--- config.mk ---
export PLATFORM = sky130hd
export DESIGN_NAME = nco_time_counter
export DESIGN_NICKNAME = d
export VERILOG_FILES = /design/src/rtl/nco_time_pkg.sv /design/src/rtl/nco_step_reg.sv /design/src/rtl/nco_accum.sv /design/src/rtl/nco_read_port.sv /design/src/rtl/nco_time_counter.sv
export SDC_FILE = /design/constraint.sdc
export NUM_CORES = 1
export LEC_CHECK = 0
export BUFFER_PORTS_ARGS = -buffer_cell sky130_fd_sc_hd__buf_2
export CELL_PAD_IN_SITES_DETAIL_PLACEMENT = 1
export CELL_PAD_IN_SITES_GLOBAL_PLACEMENT = 2
export CORE_MARGIN = 3
export CORE_UTILIZATION = 32
export DETAILED_ROUTE_END_ITERATION = 8
export GPL_TIMING_DRIVEN = 0
export PLACE_DENSITY = 0.87
export SLEW_MARGIN = 20
export SYNTH_ARGS = -nofsm -noshare
export SYNTH_HDL_FRONTEND = slang
export SYNTH_SLANG_ARGS = --single-unit
--- constraint.sdc ---
create_clock -name clk -period 3.1 [get_ports clk]
set_input_delay 0.465 -clock clk [delete_from_list [all_inputs] [get_ports clk]]
set_output_delay 0.465 -clock clk [all_outputs]
set_load 0.02 [all_outputs]
--- src/rtl/nco_time_pkg.sv ---
// Package: shared widths, reset step and word selectors for the NCO time counter.
// Assumes the integer count splits exactly into FINE, MID and TOP fields.
package nco_time_pkg;
    parameter int unsigned NS_W       = 44;
    parameter int unsigned FRAC_W     = 28;
    parameter int unsigned FINE_W     = 4;
    parameter int unsigned MID_W      = 32;
    parameter int unsigned TOP_W      = 8;
    parameter int unsigned BUS_W      = 32;
    parameter int unsigned SEL_W      = 2;
    parameter int unsigned TOP_WR_LSB = 8;
    parameter logic [BUS_W-1:0] STEP_RESET = 32'h8000_0000;

    typedef enum logic [SEL_W-1:0] {
        SEL_FINE = 2'd0,
        SEL_MID  = 2'd1,
        SEL_TOP  = 2'd2,
        SEL_STEP = 2'd3
    } word_sel_e;
endpackage

--- src/rtl/nco_step_reg.sv ---
// Module: holds the fixed-point step added to the accumulator each cycle.
// Assumes a synchronous active-low reset; a load takes effect from the next edge.
module nco_step_reg #(
    parameter int unsigned        STEP_W    = 32,
    parameter logic [STEP_W-1:0]  RST_VALUE = 32'h8000_0000
) (
    input  logic              clk,
    input  logic              rst_n,
    input  logic              load,
    input  logic [STEP_W-1:0] load_val,
    output logic [STEP_W-1:0] step_q
);
    // Purpose: capture software step writes, default to the nominal rate.
    always_ff @(posedge clk) begin
        if (!rst_n)    step_q <= RST_VALUE;
        else if (load) step_q <= load_val;
    end
endmodule

--- src/rtl/nco_accum.sv ---
// Module: integer-plus-fraction time accumulator with per-field loads.
// Assumes at most one field load per cycle; a load edge does not advance the count,
// and the carry out of the top integer bit is dropped.
module nco_accum #(
    parameter int unsigned NS_W   = 44,
    parameter int unsigned FRAC_W = 28,
    parameter int unsigned FINE_W = 4,
    parameter int unsigned MID_W  = 32,
    parameter int unsigned TOP_W  = 8,
    parameter int unsigned STEP_W = 32
) (
    input  logic              clk,
    input  logic              rst_n,
    input  logic              ld_fine,
    input  logic              ld_mid,
    input  logic              ld_top,
    input  logic [FINE_W-1:0] fine_val,
    input  logic [MID_W-1:0]  mid_val,
    input  logic [TOP_W-1:0]  top_val,
    input  logic [STEP_W-1:0] step,
    output logic [NS_W+FRAC_W-1:0] acc_q,
    output logic [FINE_W-1:0] fine_o,
    output logic [MID_W-1:0]  mid_o,
    output logic [TOP_W-1:0]  top_o
);
    localparam int unsigned ACC_W    = NS_W + FRAC_W;
    localparam int unsigned FINE_LSB = FRAC_W;
    localparam int unsigned MID_LSB  = FRAC_W + FINE_W;
    localparam int unsigned TOP_LSB  = FRAC_W + FINE_W + MID_W;
    localparam int unsigned PAD_W    = ACC_W - STEP_W;

    logic [ACC_W-1:0] sum;
    logic [ACC_W-1:0] acc_d;

    // Purpose: modulo-2^ACC_W sum of the count and the zero-extended step.
    always_comb sum = acc_q + {{PAD_W{1'b0}}, step};

    // Purpose: pick a field load or the accumulated value for the next edge.
    always_comb begin
        acc_d = acc_q;
        if (ld_fine) begin
            acc_d[FRAC_W-1:0]         = '0;
            acc_d[FINE_LSB +: FINE_W] = fine_val;
        end else if (ld_mid) begin
            acc_d[MID_LSB +: MID_W]   = mid_val;
        end else if (ld_top) begin
            acc_d[TOP_LSB +: TOP_W]   = top_val;
        end else begin
            acc_d = sum;
        end
    end

    // Purpose: the accumulator register itself.
    always_ff @(posedge clk) begin
        if (!rst_n) acc_q <= '0;
        else        acc_q <= acc_d;
    end

    // Purpose: slice the live integer count into its software fields.
    always_comb begin
        fine_o = acc_q[FINE_LSB +: FINE_W];
        mid_o  = acc_q[MID_LSB +: MID_W];
        top_o  = acc_q[TOP_LSB +: TOP_W];
    end
endmodule

--- src/rtl/nco_read_port.sv ---
// Module: registered read mux with a top-field holding register.
// Assumes one read per cycle; a MID read snapshots the live top bits, a TOP
// write reloads the holding register, and rd_data holds between reads.
module nco_read_port
    import nco_time_pkg::*;
#(
    parameter int unsigned FINE_W = 4,
    parameter int unsigned MID_W  = 32,
    parameter int unsigned TOP_W  = 8,
    parameter int unsigned BUS_W  = 32
) (
    input  logic              clk,
    input  logic              rst_n,
    input  logic              rd_en,
    input  logic [SEL_W-1:0]  rd_sel,
    input  logic              top_load,
    input  logic [TOP_W-1:0]  top_load_val,
    input  logic [FINE_W-1:0] fine_live,
    input  logic [MID_W-1:0]  mid_live,
    input  logic [TOP_W-1:0]  top_live,
    input  logic [BUS_W-1:0]  step_live,
    output logic [TOP_W-1:0]  hold_q,
    output logic [BUS_W-1:0]  rd_data
);
    logic [BUS_W-1:0] mux;

    // Purpose: choose the word presented for the current read.
    always_comb begin
        mux = '0;
        case (rd_sel)
            SEL_FINE: mux[FINE_W-1:0] = fine_live;
            SEL_MID:  mux[MID_W-1:0]  = mid_live;
            SEL_TOP:  mux[TOP_W-1:0]  = hold_q;
            default:  mux             = step_live;
        endcase
    end

    // Purpose: keep the top field coherent with the last MID read or TOP write.
    always_ff @(posedge clk) begin
        if (!rst_n)                           hold_q <= '0;
        else if (top_load)                    hold_q <= top_load_val;
        else if (rd_en && rd_sel == SEL_MID)  hold_q <= top_live;
    end

    // Purpose: one-cycle registered read data, held when idle.
    always_ff @(posedge clk) begin
        if (!rst_n)     rd_data <= '0;
        else if (rd_en) rd_data <= mux;
    end
endmodule

--- src/rtl/nco_time_counter.sv ---
// Module: top of the NCO nanosecond counter; decodes the four-word bus and
// connects the step register, accumulator and read port.
// Assumes bus_addr is valid whenever bus_wr or bus_rd is high.
module nco_time_counter
    import nco_time_pkg::*;
(
    input  logic             clk,
    input  logic             rst_n,
    input  logic [SEL_W-1:0] bus_addr,
    input  logic             bus_wr,
    input  logic             bus_rd,
    input  logic [BUS_W-1:0] bus_wdata,
    output logic [BUS_W-1:0] rd_data
);
    localparam int unsigned ACC_W = NS_W + FRAC_W;

    logic              wr_fine, wr_mid, wr_top, wr_step;
    logic [BUS_W-1:0]  step_q;
    logic [ACC_W-1:0]  acc_q;
    logic [FINE_W-1:0] fine_live;
    logic [MID_W-1:0]  mid_live;
    logic [TOP_W-1:0]  top_live;
    logic [TOP_W-1:0]  hold_q;
    logic [TOP_W-1:0]  top_wr_val;

    // Purpose: one write strobe per addressed word, top byte taken from its write lane.
    always_comb begin
        wr_fine    = bus_wr && (bus_addr == SEL_FINE);
        wr_mid     = bus_wr && (bus_addr == SEL_MID);
        wr_top     = bus_wr && (bus_addr == SEL_TOP);
        wr_step    = bus_wr && (bus_addr == SEL_STEP);
        top_wr_val = bus_wdata[TOP_WR_LSB +: TOP_W];
    end

    nco_step_reg #(.STEP_W(BUS_W), .RST_VALUE(STEP_RESET)) u_step (
        .clk      (clk),
        .rst_n    (rst_n),
        .load     (wr_step),
        .load_val (bus_wdata),
        .step_q   (step_q)
    );

    nco_accum #(
        .NS_W(NS_W), .FRAC_W(FRAC_W), .FINE_W(FINE_W),
        .MID_W(MID_W), .TOP_W(TOP_W), .STEP_W(BUS_W)
    ) u_accum (
        .clk      (clk),
        .rst_n    (rst_n),
        .ld_fine  (wr_fine),
        .ld_mid   (wr_mid),
        .ld_top   (wr_top),
        .fine_val (bus_wdata[FINE_W-1:0]),
        .mid_val  (bus_wdata[MID_W-1:0]),
        .top_val  (top_wr_val),
        .step     (step_q),
        .acc_q    (acc_q),
        .fine_o   (fine_live),
        .mid_o    (mid_live),
        .top_o    (top_live)
    );

    nco_read_port #(
        .FINE_W(FINE_W), .MID_W(MID_W), .TOP_W(TOP_W), .BUS_W(BUS_W)
    ) u_rd (
        .clk          (clk),
        .rst_n        (rst_n),
        .rd_en        (bus_rd),
        .rd_sel       (bus_addr),
        .top_load     (wr_top),
        .top_load_val (top_wr_val),
        .fine_live    (fine_live),
        .mid_live     (mid_live),
        .top_live     (top_live),
        .step_live    (step_q),
        .hold_q       (hold_q),
        .rd_data      (rd_data)
    );
endmodule

==> impl_metrics.ini <==
[clocking]
clockBufferDepth = 2
cts_max_level = 4
numCtsBuffers = 17
clk_latency_ns = 0.44
cts-root-buf = clkbuf_16
cts_tree = built
path_clk_slew_ns = 0.06
clock-sinks = 144

[setup_path]
required_ns = 3.43
critPathCaptureType = flop
worstPathCellList = ha_4 > nand2_1 > or3_1 > a211oi_4 > o2bb2ai_4 > and3_4 > o21ai_2 > or4_1 > a41o_1
cp_max_fo = 7
slowest_stage = or4_1
critical_path_class = flop to flop
arrival_ns = 3.37
start_kind = flop
slowest_delay_ns = 0.54

[logic_synthesis]
syn-num-nets = 1202
netlist_instances = 1131
syn_area_sq_um = 8690
synthFlopType = dfxtp_1
yosysSeqAreaShare = 0.332
syn_area_per_cell_sq_um = 7.68
synth_edf_count = 0
ys_ff_latch = 144
yosysWarnings = 0
ys_types = 80
async_flop_share = 0

[route]
detail-route-antenna-nets = 0
first_pass_iters = 5
drc_errors = 0
wl_microns = 38000
vias_per_cell = 5.98
detail_route.wl_per_cell_microns = 24.0
drt-initial-drc-count = 882
vias = 9465

[placed_design]
globalplace.congestion = 0.949
io_buffers = 65
dp_slack_ns = -0.724
placed_area_sq_um = 9440
dp_hpwl_microns = 27400

[global_routing]
gr-total-overflow = 0
antenna_found_initial = 0
grt_pass1_wl_microns = 57200
grt_max_degree = 17
grt_util_all_layers = 0.257
grt_pass1_vias = 9282

[timing]
relSlewSlack = 0.421
tns_ns = 0
worstMarginPinSlew_ns = 0.868
maxSlewViolCount = 0
setup_viol = 0
period_minus_slack_ns = 3.04
finalCritPeriodShare = 0.981
max_freq_mhz = 329
timing.final.hold_violations = 0
setup_slack_ns = 0.0587
fin_skew_ns = 0.0131

[layout]
final_common_cell = nand2_1
finalInstanceArea_sq_um = 10500
area_growth_syn_to_layout_pct = 21.1
n_fill_cell = 3206
layout_common_cells = nand2_1, dfxtp_1, nor2_1, a21oi_1, buf_2
regArea_sq_um = 2890
multi_input_area_sq_um = 5810
drive_above_1_share = 0.155
antenna_cells = 0
final_nets = 1308

[run]
max_cap_violations = 0

[power]
p_per_area_nw_per_um2 = 452
leakagePower_nw = 4.01
ir_worst_vdd_mv = 0.302

[die]
coreArea_sq_um = 26400
fp-row-count = 59
die_width_microns = 171
die_area_sq_um = 29200
start_util = 0.330
ios = 70
die_h_microns = 171

[outcome]
outcome = finished clean

[min_path]
hp-class = input pin to flop
## routing by layer
layer / share of wire / routed length, microns / up-vias / GRT usage
met1: 0.46 / 17400 / 4649 / 0.361
met2: 0.43 / 16500 / 406 / 0.392
li1: - / - / 4336 / -
met4: 0.032 / 1230 / 0 / 0.0822
met3: 0.074 / 2800 / 74 / 0.0559
met5: 0 / 0 / - / 0
## layout make-up
class	count	share of cell area
inverters	18	0.00642
flip-flops and latches	144	0.275
clock inverters	9	0.00808
plain buffers	70	0.0265
well taps	335	0.0398
multi-input cells	899	0.552
repair buffers	87	0.0482
clock buffers	21	0.0447
## registers in the layout, indices dropped and copies added, names as in the netlist
name and cells:
u_step.step_q 32, u_accum.acc_q 72, u_rd.rd_data 32, u_rd.hold_q 8
## report_power, final
part	switching [W]	internal, W	total, W
clock	0.000880	0.00116	0.00204
sequential	0.0000913	0.00193	0.00202
combinational	0.000473	0.000230	0.000703
total	0.00144	0.00332	0.00476
## cells by family (layout without fill, tap and decap cells)
| logic type | Yosys count | after routing | synth area share |
|---|---|---|---|
| simple gates | 465 | 465 | 0.248 |
| compound gates | 330 | 331 | 0.247 |
| flops | 144 | 144 | 0.332 |
| buf+inv | 89 | 205 | 0.0402 |
| mux | 48 | 48 | 0.0618 |
| fa+ha+maj | 33 | 33 | 0.0484 |
| xor+xnor | 22 | 22 | 0.0222 |
## worst paths after layout
check	start	end	slack, ns	depth (start not counted)
max	u_step.step_q[9]	u_accum.acc_q[59]	0.06	9
min	bus_wdata[31]	u_step.step_q[31]	0.27	3
max reg2reg	u_step.step_q[9]	u_accum.acc_q[59]	0.06	9
min reg2reg	u_accum.acc_q[20]	u_accum.acc_q[20]	0.46	2
## per-stage QoR
stage	utilization	std cells	power (W)	hold slack [ns]
detailed placement	0.358	1531	0.00269	0.452
finish	0.399	1583	0.00476	0.271
floorplan	-	1131	0.00242	0.429
CTS	0.389	1570	0.00473	0.268
global route	0.399	1583	0.00491	0.281
global placement	0.358	1531	0.00268	0.440
## what timing repair did
item / CTS / global route
setup endpoints to repair: 31 / 26
buffers inserted: 9 / 13
gates cloned: 1 / 0
hold buffers: 0 / 0
resized for setup: 30 / 32
pin swaps: 8 / 19
## cells in the mapped netlist, types with 12 or more instances
| cell | instances | area [sq um] |
|---|---|---|
| xnor2_1 | 18 | 158 |
| and3_1 | 16 | 100 |
| nand3_1 | 51 | 255 |
| inv_1 | 16 | 60.1 |
| clkbuf_1 | 58 | 218 |
| nor3_1 | 22 | 110 |
| a21o_1 | 16 | 120 |
| nor2_1 | 122 | 458 |
| o211ai_1 | 12 | 90.1 |
| a211oi_1 | 24 | 180 |
| nand4_1 | 13 | 81.3 |
| nand2_1 | 170 | 638 |
| mux2i_1 | 39 | 390 |
| or3_1 | 17 | 106 |
| dfxtp_1 | 144 | 2880 |
| a21oi_1 | 125 | 626 |
| ha_1 | 32 | 400 |
| o21ai_0 | 35 | 175 |
## critical path, delay by kind of cell (launching register included)
family          cells  cell delay [ns]
simple gates        4             1.32
compound gates      4             0.89
flops               1             0.40
fa+ha+maj           1             0.33
Note: power is estimated with default switching activity, not from simulation.
